## config.mk

```make
export PLATFORM = sky130hd
export DESIGN_NAME = regwin_bridge
export DESIGN_NICKNAME = d
export VERILOG_FILES = /design/src/rtl/regwin_pkg.sv /design/src/rtl/regwin_host_dec.sv /design/src/rtl/regwin_data_regs.sv /design/src/rtl/regwin_ctrl.sv /design/src/rtl/regwin_priv_mst.sv /design/src/rtl/regwin_bridge.sv
export SDC_FILE = /design/constraint.sdc
export NUM_CORES = 1
export LEC_CHECK = 0
export ABC_AREA = 1
export CAP_MARGIN = 10
export CELL_PAD_IN_SITES_DETAIL_PLACEMENT = 2
export CELL_PAD_IN_SITES_GLOBAL_PLACEMENT = 2
export CORE_MARGIN = 5
export CORE_UTILIZATION = 30
export DETAILED_ROUTE_END_ITERATION = 10
export GPL_TIMING_DRIVEN = 0
export PLACE_DENSITY_LB_ADDON = 0.25
export SETUP_SLACK_MARGIN = 0.02
export SLEW_MARGIN = 10
export SYNTH_ARGS = -nofsm -noshare
export SYNTH_HDL_FRONTEND = slang
export SYNTH_SLANG_ARGS = --single-unit
```

## constraint.sdc

```tcl
create_clock -name clk -period 3.25 [get_ports clk]
set_input_delay 0.325 -clock clk [delete_from_list [all_inputs] [get_ports clk]]
set_output_delay 0.325 -clock clk [all_outputs]
set_load 0.02 [all_outputs]
```

## src/rtl/regwin_pkg.sv

```systemverilog
package regwin_pkg;
  localparam int CMD_RD_BIT  = 0;
  localparam int CMD_WR_BIT  = 1;
  localparam int CMD_ACK_BIT = 2;

  localparam int NREG     = 4;
  localparam int IDX_CMD  = 0;
  localparam int IDX_ADDR = 1;
  localparam int IDX_RDAT = 2;
  localparam int IDX_WDAT = 3;

  typedef enum logic [1:0] {
    ST_IDLE = 2'd0,
    ST_BUSY = 2'd1,
    ST_DONE = 2'd2
  } win_state_e;
endpackage

```

## src/rtl/regwin_host_dec.sv

```systemverilog
module regwin_host_dec
  import regwin_pkg::*;
#(
  parameter int          HOST_AW  = 16,
  parameter int          DW       = 32,
  parameter int unsigned WIN_BASE = 32'h400
) (
  input  logic                     clk,
  input  logic                     rst,
  input  logic                     host_wr_en,
  input  logic                     host_rd_en,
  input  logic [HOST_AW-1:0]       host_addr,
  input  logic [NREG-1:0][DW-1:0]  reg_view,
  output logic [NREG-1:0]          wr_stb,
  output logic [DW-1:0]            host_rdata,
  output logic                     host_rvalid
);
  localparam int IDX_W = $clog2(NREG);
  localparam logic [HOST_AW-1:0] BASE_V = HOST_AW'(WIN_BASE);

  logic             hit;
  logic [IDX_W-1:0] idx;

  assign hit = (host_addr[HOST_AW-1:IDX_W+2] == BASE_V[HOST_AW-1:IDX_W+2]);
  assign idx = host_addr[IDX_W+1:2];

  for (genvar i = 0; i < NREG; i++) begin : g_stb
    assign wr_stb[i] = host_wr_en && hit && (idx == IDX_W'(i));
  end

  always_ff @(posedge clk) begin
    if (rst) begin
      host_rvalid <= 1'b0;
      host_rdata  <= '0;
    end else begin
      host_rvalid <= host_rd_en;
      if (host_rd_en)
        host_rdata <= hit ? reg_view[idx] : '0;
    end
  end
endmodule

```

## src/rtl/regwin_data_regs.sv

```systemverilog
module regwin_data_regs #(
  parameter int DW = 32
) (
  input  logic          clk,
  input  logic          rst,
  input  logic          addr_we,
  input  logic          wdat_we,
  input  logic [DW-1:0] host_wdata,
  output logic [DW-1:0] addr_q,
  output logic [DW-1:0] wdat_q
);
  always_ff @(posedge clk) begin
    if (rst) begin
      addr_q <= '0;
      wdat_q <= '0;
    end else begin
      if (addr_we) addr_q <= host_wdata;
      if (wdat_we) wdat_q <= host_wdata;
    end
  end
endmodule

```

## src/rtl/regwin_ctrl.sv

```systemverilog
module regwin_ctrl
  import regwin_pkg::*;
#(
  parameter int DW      = 32,
  parameter int PRIV_AW = 12
) (
  input  logic          clk,
  input  logic          rst,
  input  logic          cmd_wr,
  input  logic [DW-1:0] cmd_val,
  input  logic [DW-1:0] addr_q,
  input  logic          priv_ack,
  input  logic [DW-1:0] priv_rdata,
  output logic          launch,
  output logic          launch_we,
  output logic [DW-1:0] cmd_view,
  output logic [DW-1:0] rdat_q
);
  win_state_e state;
  logic [1:0] op_q;
  logic       any_op, both_op, addr_bad, clr_req;

  assign any_op   = cmd_val[CMD_RD_BIT] | cmd_val[CMD_WR_BIT];
  assign both_op  = cmd_val[CMD_RD_BIT] & cmd_val[CMD_WR_BIT];
  assign addr_bad = (|addr_q[DW-1:PRIV_AW]) | (|addr_q[1:0]);
  assign clr_req  = cmd_wr && !any_op;

  assign launch    = (state == ST_IDLE) && cmd_wr && any_op && !both_op && !addr_bad;
  assign launch_we = cmd_val[CMD_WR_BIT];

  always_comb begin
    cmd_view = '0;
    cmd_view[CMD_RD_BIT]  = op_q[0];
    cmd_view[CMD_WR_BIT]  = op_q[1];
    cmd_view[CMD_ACK_BIT] = (state == ST_DONE);
  end

  always_ff @(posedge clk) begin
    if (rst) begin
      state  <= ST_IDLE;
      op_q   <= 2'b00;
      rdat_q <= '0;
    end else begin
      case (state)
        ST_IDLE: begin
          if (cmd_wr && any_op) begin
            op_q <= {cmd_val[CMD_WR_BIT], cmd_val[CMD_RD_BIT]};
            if (both_op) begin
              state <= ST_DONE;
            end else if (addr_bad) begin
              state <= ST_DONE;
              if (cmd_val[CMD_RD_BIT]) rdat_q <= '0;
            end else begin
              state <= ST_BUSY;
            end
          end
        end
        ST_BUSY: begin
          if (priv_ack) begin
            state <= ST_DONE;
            if (op_q == 2'b01) rdat_q <= priv_rdata;
          end
        end
        ST_DONE: begin
          if (clr_req) begin
            state <= ST_IDLE;
            op_q  <= 2'b00;
          end
        end
        default: state <= ST_IDLE;
      endcase
    end
  end


  ack_hold_chk: assert property (@(posedge clk) disable iff (rst)
    (state == ST_DONE) && !clr_req |=> (state == ST_DONE) && $stable(rdat_q) && $stable(op_q));


  busy_cmd_ignore_chk: assert property (@(posedge clk) disable iff (rst)
    (state == ST_BUSY) && !priv_ack |=> (state == ST_BUSY) && $stable(op_q));


  bad_addr_read_zero_chk: assert property (@(posedge clk) disable iff (rst)
    (state == ST_IDLE) && cmd_wr && cmd_val[CMD_RD_BIT] && !cmd_val[CMD_WR_BIT] && addr_bad
    |=> (state == ST_DONE) && (rdat_q == '0));


  both_bits_no_access_chk: assert property (@(posedge clk) disable iff (rst)
    (state == ST_IDLE) && cmd_wr && both_op |=> (state == ST_DONE) && $stable(rdat_q));
endmodule

```

## src/rtl/regwin_priv_mst.sv

```systemverilog
module regwin_priv_mst #(
  parameter int DW      = 32,
  parameter int PRIV_AW = 12
) (
  input  logic               clk,
  input  logic               rst,
  input  logic               launch,
  input  logic               launch_we,
  input  logic [DW-1:0]      addr_q,
  input  logic [DW-1:0]      wdat_q,
  input  logic               priv_ack,
  output logic               priv_req,
  output logic               priv_we,
  output logic [PRIV_AW-1:0] priv_addr,
  output logic [DW-1:0]      priv_wdata
);
  always_ff @(posedge clk) begin
    if (rst) begin
      priv_req   <= 1'b0;
      priv_we    <= 1'b0;
      priv_addr  <= '0;
      priv_wdata <= '0;
    end else if (launch) begin
      priv_req   <= 1'b1;
      priv_we    <= launch_we;
      priv_addr  <= addr_q[PRIV_AW-1:0];
      priv_wdata <= wdat_q;
    end else if (priv_ack) begin
      priv_req <= 1'b0;
    end
  end


  req_hold_chk: assert property (@(posedge clk) disable iff (rst)
    priv_req && !priv_ack |=> priv_req && $stable(priv_addr) && $stable(priv_we) && $stable(priv_wdata));


  req_drop_chk: assert property (@(posedge clk) disable iff (rst)
    priv_req && priv_ack |=> !priv_req);


  single_outstanding_chk: assert property (@(posedge clk) disable iff (rst)
    !(launch && priv_req));


  ack_needs_req_chk: assert property (@(posedge clk) disable iff (rst)
    priv_ack |-> priv_req);
endmodule

```

## src/rtl/regwin_bridge.sv

```systemverilog
module regwin_bridge
  import regwin_pkg::*;
#(
  parameter int          DW       = 32,
  parameter int          HOST_AW  = 16,
  parameter int unsigned WIN_BASE = 32'h400,
  parameter int          PRIV_AW  = 12
) (
  input  logic               clk,
  input  logic               rst,
  input  logic               host_wr_en,
  input  logic               host_rd_en,
  input  logic [HOST_AW-1:0] host_addr,
  input  logic [DW-1:0]      host_wdata,
  output logic [DW-1:0]      host_rdata,
  output logic               host_rvalid,
  output logic               priv_req,
  output logic               priv_we,
  output logic [PRIV_AW-1:0] priv_addr,
  output logic [DW-1:0]      priv_wdata,
  input  logic               priv_ack,
  input  logic [DW-1:0]      priv_rdata
);
  logic [NREG-1:0]         wr_stb;
  logic [NREG-1:0][DW-1:0] reg_view;
  logic [DW-1:0]           addr_q, wdat_q, rdat_q, cmd_view;
  logic                    launch, launch_we;

  assign reg_view[IDX_CMD]  = cmd_view;
  assign reg_view[IDX_ADDR] = addr_q;
  assign reg_view[IDX_RDAT] = rdat_q;
  assign reg_view[IDX_WDAT] = wdat_q;

  regwin_host_dec #(.HOST_AW(HOST_AW), .DW(DW), .WIN_BASE(WIN_BASE)) u_dec (
    .clk(clk), .rst(rst), .host_wr_en(host_wr_en), .host_rd_en(host_rd_en),
    .host_addr(host_addr), .reg_view(reg_view), .wr_stb(wr_stb),
    .host_rdata(host_rdata), .host_rvalid(host_rvalid)
  );

  regwin_data_regs #(.DW(DW)) u_regs (
    .clk(clk), .rst(rst), .addr_we(wr_stb[IDX_ADDR]), .wdat_we(wr_stb[IDX_WDAT]),
    .host_wdata(host_wdata), .addr_q(addr_q), .wdat_q(wdat_q)
  );

  regwin_ctrl #(.DW(DW), .PRIV_AW(PRIV_AW)) u_ctrl (
    .clk(clk), .rst(rst), .cmd_wr(wr_stb[IDX_CMD]), .cmd_val(host_wdata),
    .addr_q(addr_q), .priv_ack(priv_ack), .priv_rdata(priv_rdata),
    .launch(launch), .launch_we(launch_we), .cmd_view(cmd_view), .rdat_q(rdat_q)
  );

  regwin_priv_mst #(.DW(DW), .PRIV_AW(PRIV_AW)) u_mst (
    .clk(clk), .rst(rst), .launch(launch), .launch_we(launch_we),
    .addr_q(addr_q), .wdat_q(wdat_q), .priv_ack(priv_ack),
    .priv_req(priv_req), .priv_we(priv_we), .priv_addr(priv_addr),
    .priv_wdata(priv_wdata)
  );


  rdat_write_ignored_chk: assert property (@(posedge clk) disable iff (rst)
    wr_stb[IDX_RDAT] && !priv_ack && !launch && !wr_stb[IDX_CMD] |=> $stable(rdat_q));
endmodule

```

Word-level counts from Yosys, hierarchy flattened

Cells that the tools add are included.

Register bits: 179
Input bits: 85

$lt $le $gt $ge: 1
Equal/unequal tests: 13
Mux-type cells: 20
Bitwise operators: 3
Reductions and logical operators: 23

Operators with widths:

| operator                                                             | number |
|---|---|
| 32-bit two-way mux                                                   | 8 |
| 32-bit binary-select mux with 2-bit select                           | 1 |
| 32-bit one-hot mux with 2 select lines                               | 1 |
| 20-bit OR reduction                                                  | 1 |
| 12-bit by 7-bit == test with 1-bit output, second input constant     | 1 |
| 2-bit two-way mux                                                    | 6 |
| 1-bit logical AND                                                    | 10 |
| 2-bit != test, second input constant                                 | 4 |
| 7-bit AND reduction                                                  | 1 |
| 2-bit by 1-bit == test with 1-bit output, second input constant      | 3 |
| 2-bit by 1-bit != test with 1-bit output, second input constant      | 3 |
| 2-bit one-hot mux with 3 select lines                                | 1 |
| 3-bit AND reduction                                                  | 2 |
| 2-bit nonzero test                                                   | 3 |
| 2-bit == test, second input constant                                 | 2 |
| 2-bit logical NOT                                                    | 2 |
| 2-bit one-hot mux with 2 select lines                                | 1 |
| 1-bit logical NOT                                                    | 3 |
| 2-bit by 3-bit < comparator with 1-bit output, second input constant | 1 |
| 1-bit two-way mux                                                    | 2 |
| 1-bit OR                                                             | 2 |
| 2-bit OR reduction                                                   | 1 |
| 1-bit bitwise AND                                                    | 1 |

Longest topological paths before layout

Depth after elaboration: 8
Mapped depth: 11

Hierarchy

A second synthesis with hierarchy kept.

Cell total of the unflattened synthesis: 1360
Area total of the unflattened synthesis: 8738.4 um^2

Modules (own cells, without submodules):

| module           | times used | cells each | area an instance (um^2) | seq. area each (um^2) |
|---|---|---|---|---|
| regwin_data_regs | 1          | 373        | 2568.7                  | 1281.2 |
| regwin_host_dec  | 1          | 473        | 2351.0                  | 660.6 |
| regwin_ctrl      | 1          | 315        | 2049.5                  | 720.7 |
| regwin_priv_mst  | 1          | 199        | 1769.2                  | 920.9 |

Least setup slack after synthesis

OpenSTA, ideal clock, no wires.

Path kind: input to register
Start: in host_addr[15]
End: reg u_mst.priv_wdata[10]
Library setup time: 116 ps
Arrival: 1452 ps
Data required time: 3134 ps
Setup slack: 1682 ps
Cell stages on the path: 10
Path buffers: 2
Cells stage by stage: nor2_1 > nand2_1 > nor2_2 > nand4_2 > nor2_2 > nand2_2 > buf_6 > clkbuf_2 > o21ai_0 > nor2_1

Word-level cells in the longest chain between the ends: 7

Ends and longest elaborated chain:

| what                                      | RTL line              | RTL |
|---|---|---|
| from (decl)                               | regwin_bridge.sv:13   | `input logic [HOST_AW-1:0] host_addr,` |
| 12-bit by 7-bit == test with 1-bit output | regwin_host_dec.sv:24 | `assign hit = (host_addr[HOST_AW-1:IDX_W+2] == BASE_V[HOST_AW-1:IDX_W+2]);` |
| 1-bit logical AND (2 in series)           | regwin_host_dec.sv:28 | `assign wr_stb[i] = host_wr_en && hit && (idx == IDX_W'(i));` |
| 1-bit logical AND (4 in series)           | regwin_ctrl.sv:28     | `assign launch = (state == ST_IDLE) && cmd_wr && any_op && !both_op && !addr_bad;` |
| to (signal assigned)                      | regwin_priv_mst.sv:27 | `priv_wdata <= wdat_q;` |
| to (decl)                                 | regwin_priv_mst.sv:15 | `output logic [DW-1:0] priv_wdata` |

No other way between the ends.
A chain may end at the register's enable or synchronous reset.

==> metrics.cfg <==
[status]
status=finished, final reports clean

[hold_path]
hold_class=reg2reg
holdPathStages=2
holdPathEnd=u_mst.priv_addr[1]
min-delay-start=u_mst.priv_addr[1]

[worst_setup_path]
r2r_setup_slack_ps=1120
cp_max_fo=10
reg2reg_to=u_mst.priv_wdata[2]
cp-end-kind=flop
required_ps=3600
r2r-start=u_ctrl.state[0]
worstSetupStartpointType=input port
cp.arrival_ps=2530
setup.worst_path.class=in2reg
worstRegToRegCells=10

[clocking]
clk_pin_slew_ps=70
ctsRootBufferMaster=clkbuf_16
cts_tree=done
clock_sinks=179
cts.htree.levels=4
post_cts_buffers=0
ctsHoldBuffers=0
cts_resized=0
clock_path_buffers=2
cts_buffers=17
insertion_delay_ps=430

[synth]
synth_edf_count=0
ys_ff_latch=179
synth_top_area_frac=0.469
synth_flop_cell=dfxtp_1
ys_warn_count=0
avgSynthCellArea_sq_um=7.26
synthCells=1053
syn_area_sq_mm=0.00764
synth.distinct_cells=29
synth_area_leaders=dfxtp_1 47%, nor2_1 12%, o21ai_0 7.2%
seq_area_frac_synth=0.469
async_reset_ff_frac=0
synth_most_common_cell=nor2_1
syn_nets=1138
synth_top_cell_by_area=dfxtp_1
synthTopCellsByCount=251 x nor2_1, 179 x dfxtp_1, 132 x nand2_1

[power]
power_mw=4.62
clkPwrFrac=0.461
ir_drop_mv=0.242
p_comb_frac=0.065
internal-power_mw=3.48
leakage_nw=3.92
seq_power_share=0.474
p_per_area_mw_per_mm2=451
swShare=0.247
switchingPower_mw=1.14

[sta]
final_max_slew_viol_count=0
worst_clock_skew_ps=11.3
slew_headroom=0.441
tns_ps=0
timing.final.crit_share=0.670
hold_viol=0
period_needed_ps=2180
worst_slew_pin_slew_ps=839
setup_viol=0
max_freq_mhz=459
rsz0062_at_grt=false

[global_route]
grt_pass1_vias=8179
grt_max_degree=18
grt_pass1_wl_mm=47.2
grtUsageTotal=0.211
antenna_found_initial=0
grt_overflow=0

[layout]
n_antenna_cell=0
drive_gt1_frac=0.0827
syn2layout_area_growth_pct=34.2
fin_nets=1317
fillCellCount=3011

[floorplan]
die_x_um=170
start_util=0.304
core_area_sq_mm=0.0251
dieArea_sq_mm=0.0288
die_y_um=170
io_pins=164
rows=58

[routing]
num_vias=7481
wl_per_cell_um=19.0
wl_mm=29.9
drt_first_pass_iters=4
drt_iter0_markers=334
drc=0
routed_via_density=4.75
drtAntennaViolNets=0

[placement]
globalplace.congestion=0.864
hpwl_mm=23.7
portBuffers=160

[flow_run]
maxCapViolations=0

-- layout by cell type, fill, tap and decap left out, types with 17 or more instances in the layout --
cell	Yosys	routed
a211oi_2	30	30
a21oi_1	79	79
clkbuf_1	42	43
clkbuf_16	0	17
clkdlybuf4s50_1	0	160
dfxtp_1	179	179
inv_1	119	119
nand2_1	132	132
nand3_1	26	26
nor2_1	251	251
o21ai_0	110	110
o22ai_1	18	18
-- metal layers --
metal  GRT usage  up-vias  part of all wire
met5           0        -                 0
met4      0.0469        0             0.013
met3      0.0294       23             0.036
met2       0.360      142              0.48
met1       0.284     3598              0.47
li1            -     3718                 -
-- worst max-delay path: stages --
cell             delay, ps
clkdlybuf4s50_1        520
clkinv_1               270
nor2_1                 470
clkbuf_1               470
o21ai_0                290
a21oi_1                180
-- final cells by class --
class | instances | area, sq um | share of cell area
flip-flops and latches | 179 | 3580 | 0.349
multi-input cells | 681 | 3250 | 0.317
repair buffers | 160 | 1600 | 0.156
inverters | 124 | 465 | 0.0454
clock buffers | 18 | 429 | 0.0418
well taps | 330 | 413 | 0.0403
plain buffers | 69 | 349 | 0.0340
clock inverters | 14 | 168 | 0.0163
-- power groups by stage --
stage	Clock [mW]	Combinational [mW]	Sequential [mW]
finish	2.13	0.301	2.19
floorplan	0	0.114	2.24
global route	2.27	0.323	2.19
CTS	2.17	0.302	2.19
global placement	0	0.293	2.24
detailed placement	0	0.298	2.24
-- kinds of logic (layout without fill, tap and decap cells) --
kind of cell	Yosys count	in the layout	synth area share
compound gates	257	257	0.205
simple gates	424	424	0.220
flops	179	179	0.469
buf+inv	193	385	0.107
-- worst max path at each step --
stage                     depth (start not counted)            start                   end  slack (ps)
final                                             6       host_rd_en  u_dec.host_rdata[11]        1070
after global routing                             10  u_ctrl.state[1]    u_mst.priv_addr[3]         920
after CTS                                        10  u_ctrl.state[1]   u_mst.priv_wdata[2]        1060
after detailed placement                          6       host_rd_en  u_dec.host_rdata[11]         680
after global placement                            8     host_addr[2]  u_dec.host_rdata[11]         720
after floorplan                                  10    host_addr[15]  u_mst.priv_wdata[10]        1680
-- state kept, by name, indices dropped and copies added (netlist names) --
register           cells
u_ctrl.op_q            2
u_ctrl.rdat_q         32
u_ctrl.state           2
u_dec.host_rdata      32
u_dec.host_rvalid      1
u_mst.priv_addr       12
u_mst.priv_req         1
u_mst.priv_wdata      32
u_mst.priv_we          1
u_regs.addr_q         32
u_regs.wdat_q         32
-- metrics by stage --
stage                     cell area (sq um)  std cells  worst slack [ps]  hold WS, ps  utilization
final                                 10300       1575              1070          463        0.408
after global routing                  10300       1575               923          487        0.408
after CTS                             10300       1575              1060          470        0.408
after detailed placement               9660       1543               676          456        0.385
after global placement                 9660       1543               718          446        0.385
after floorplan                        7640       1053              1680          434            -
Note: power is estimated with default switching activity, not from simulation.
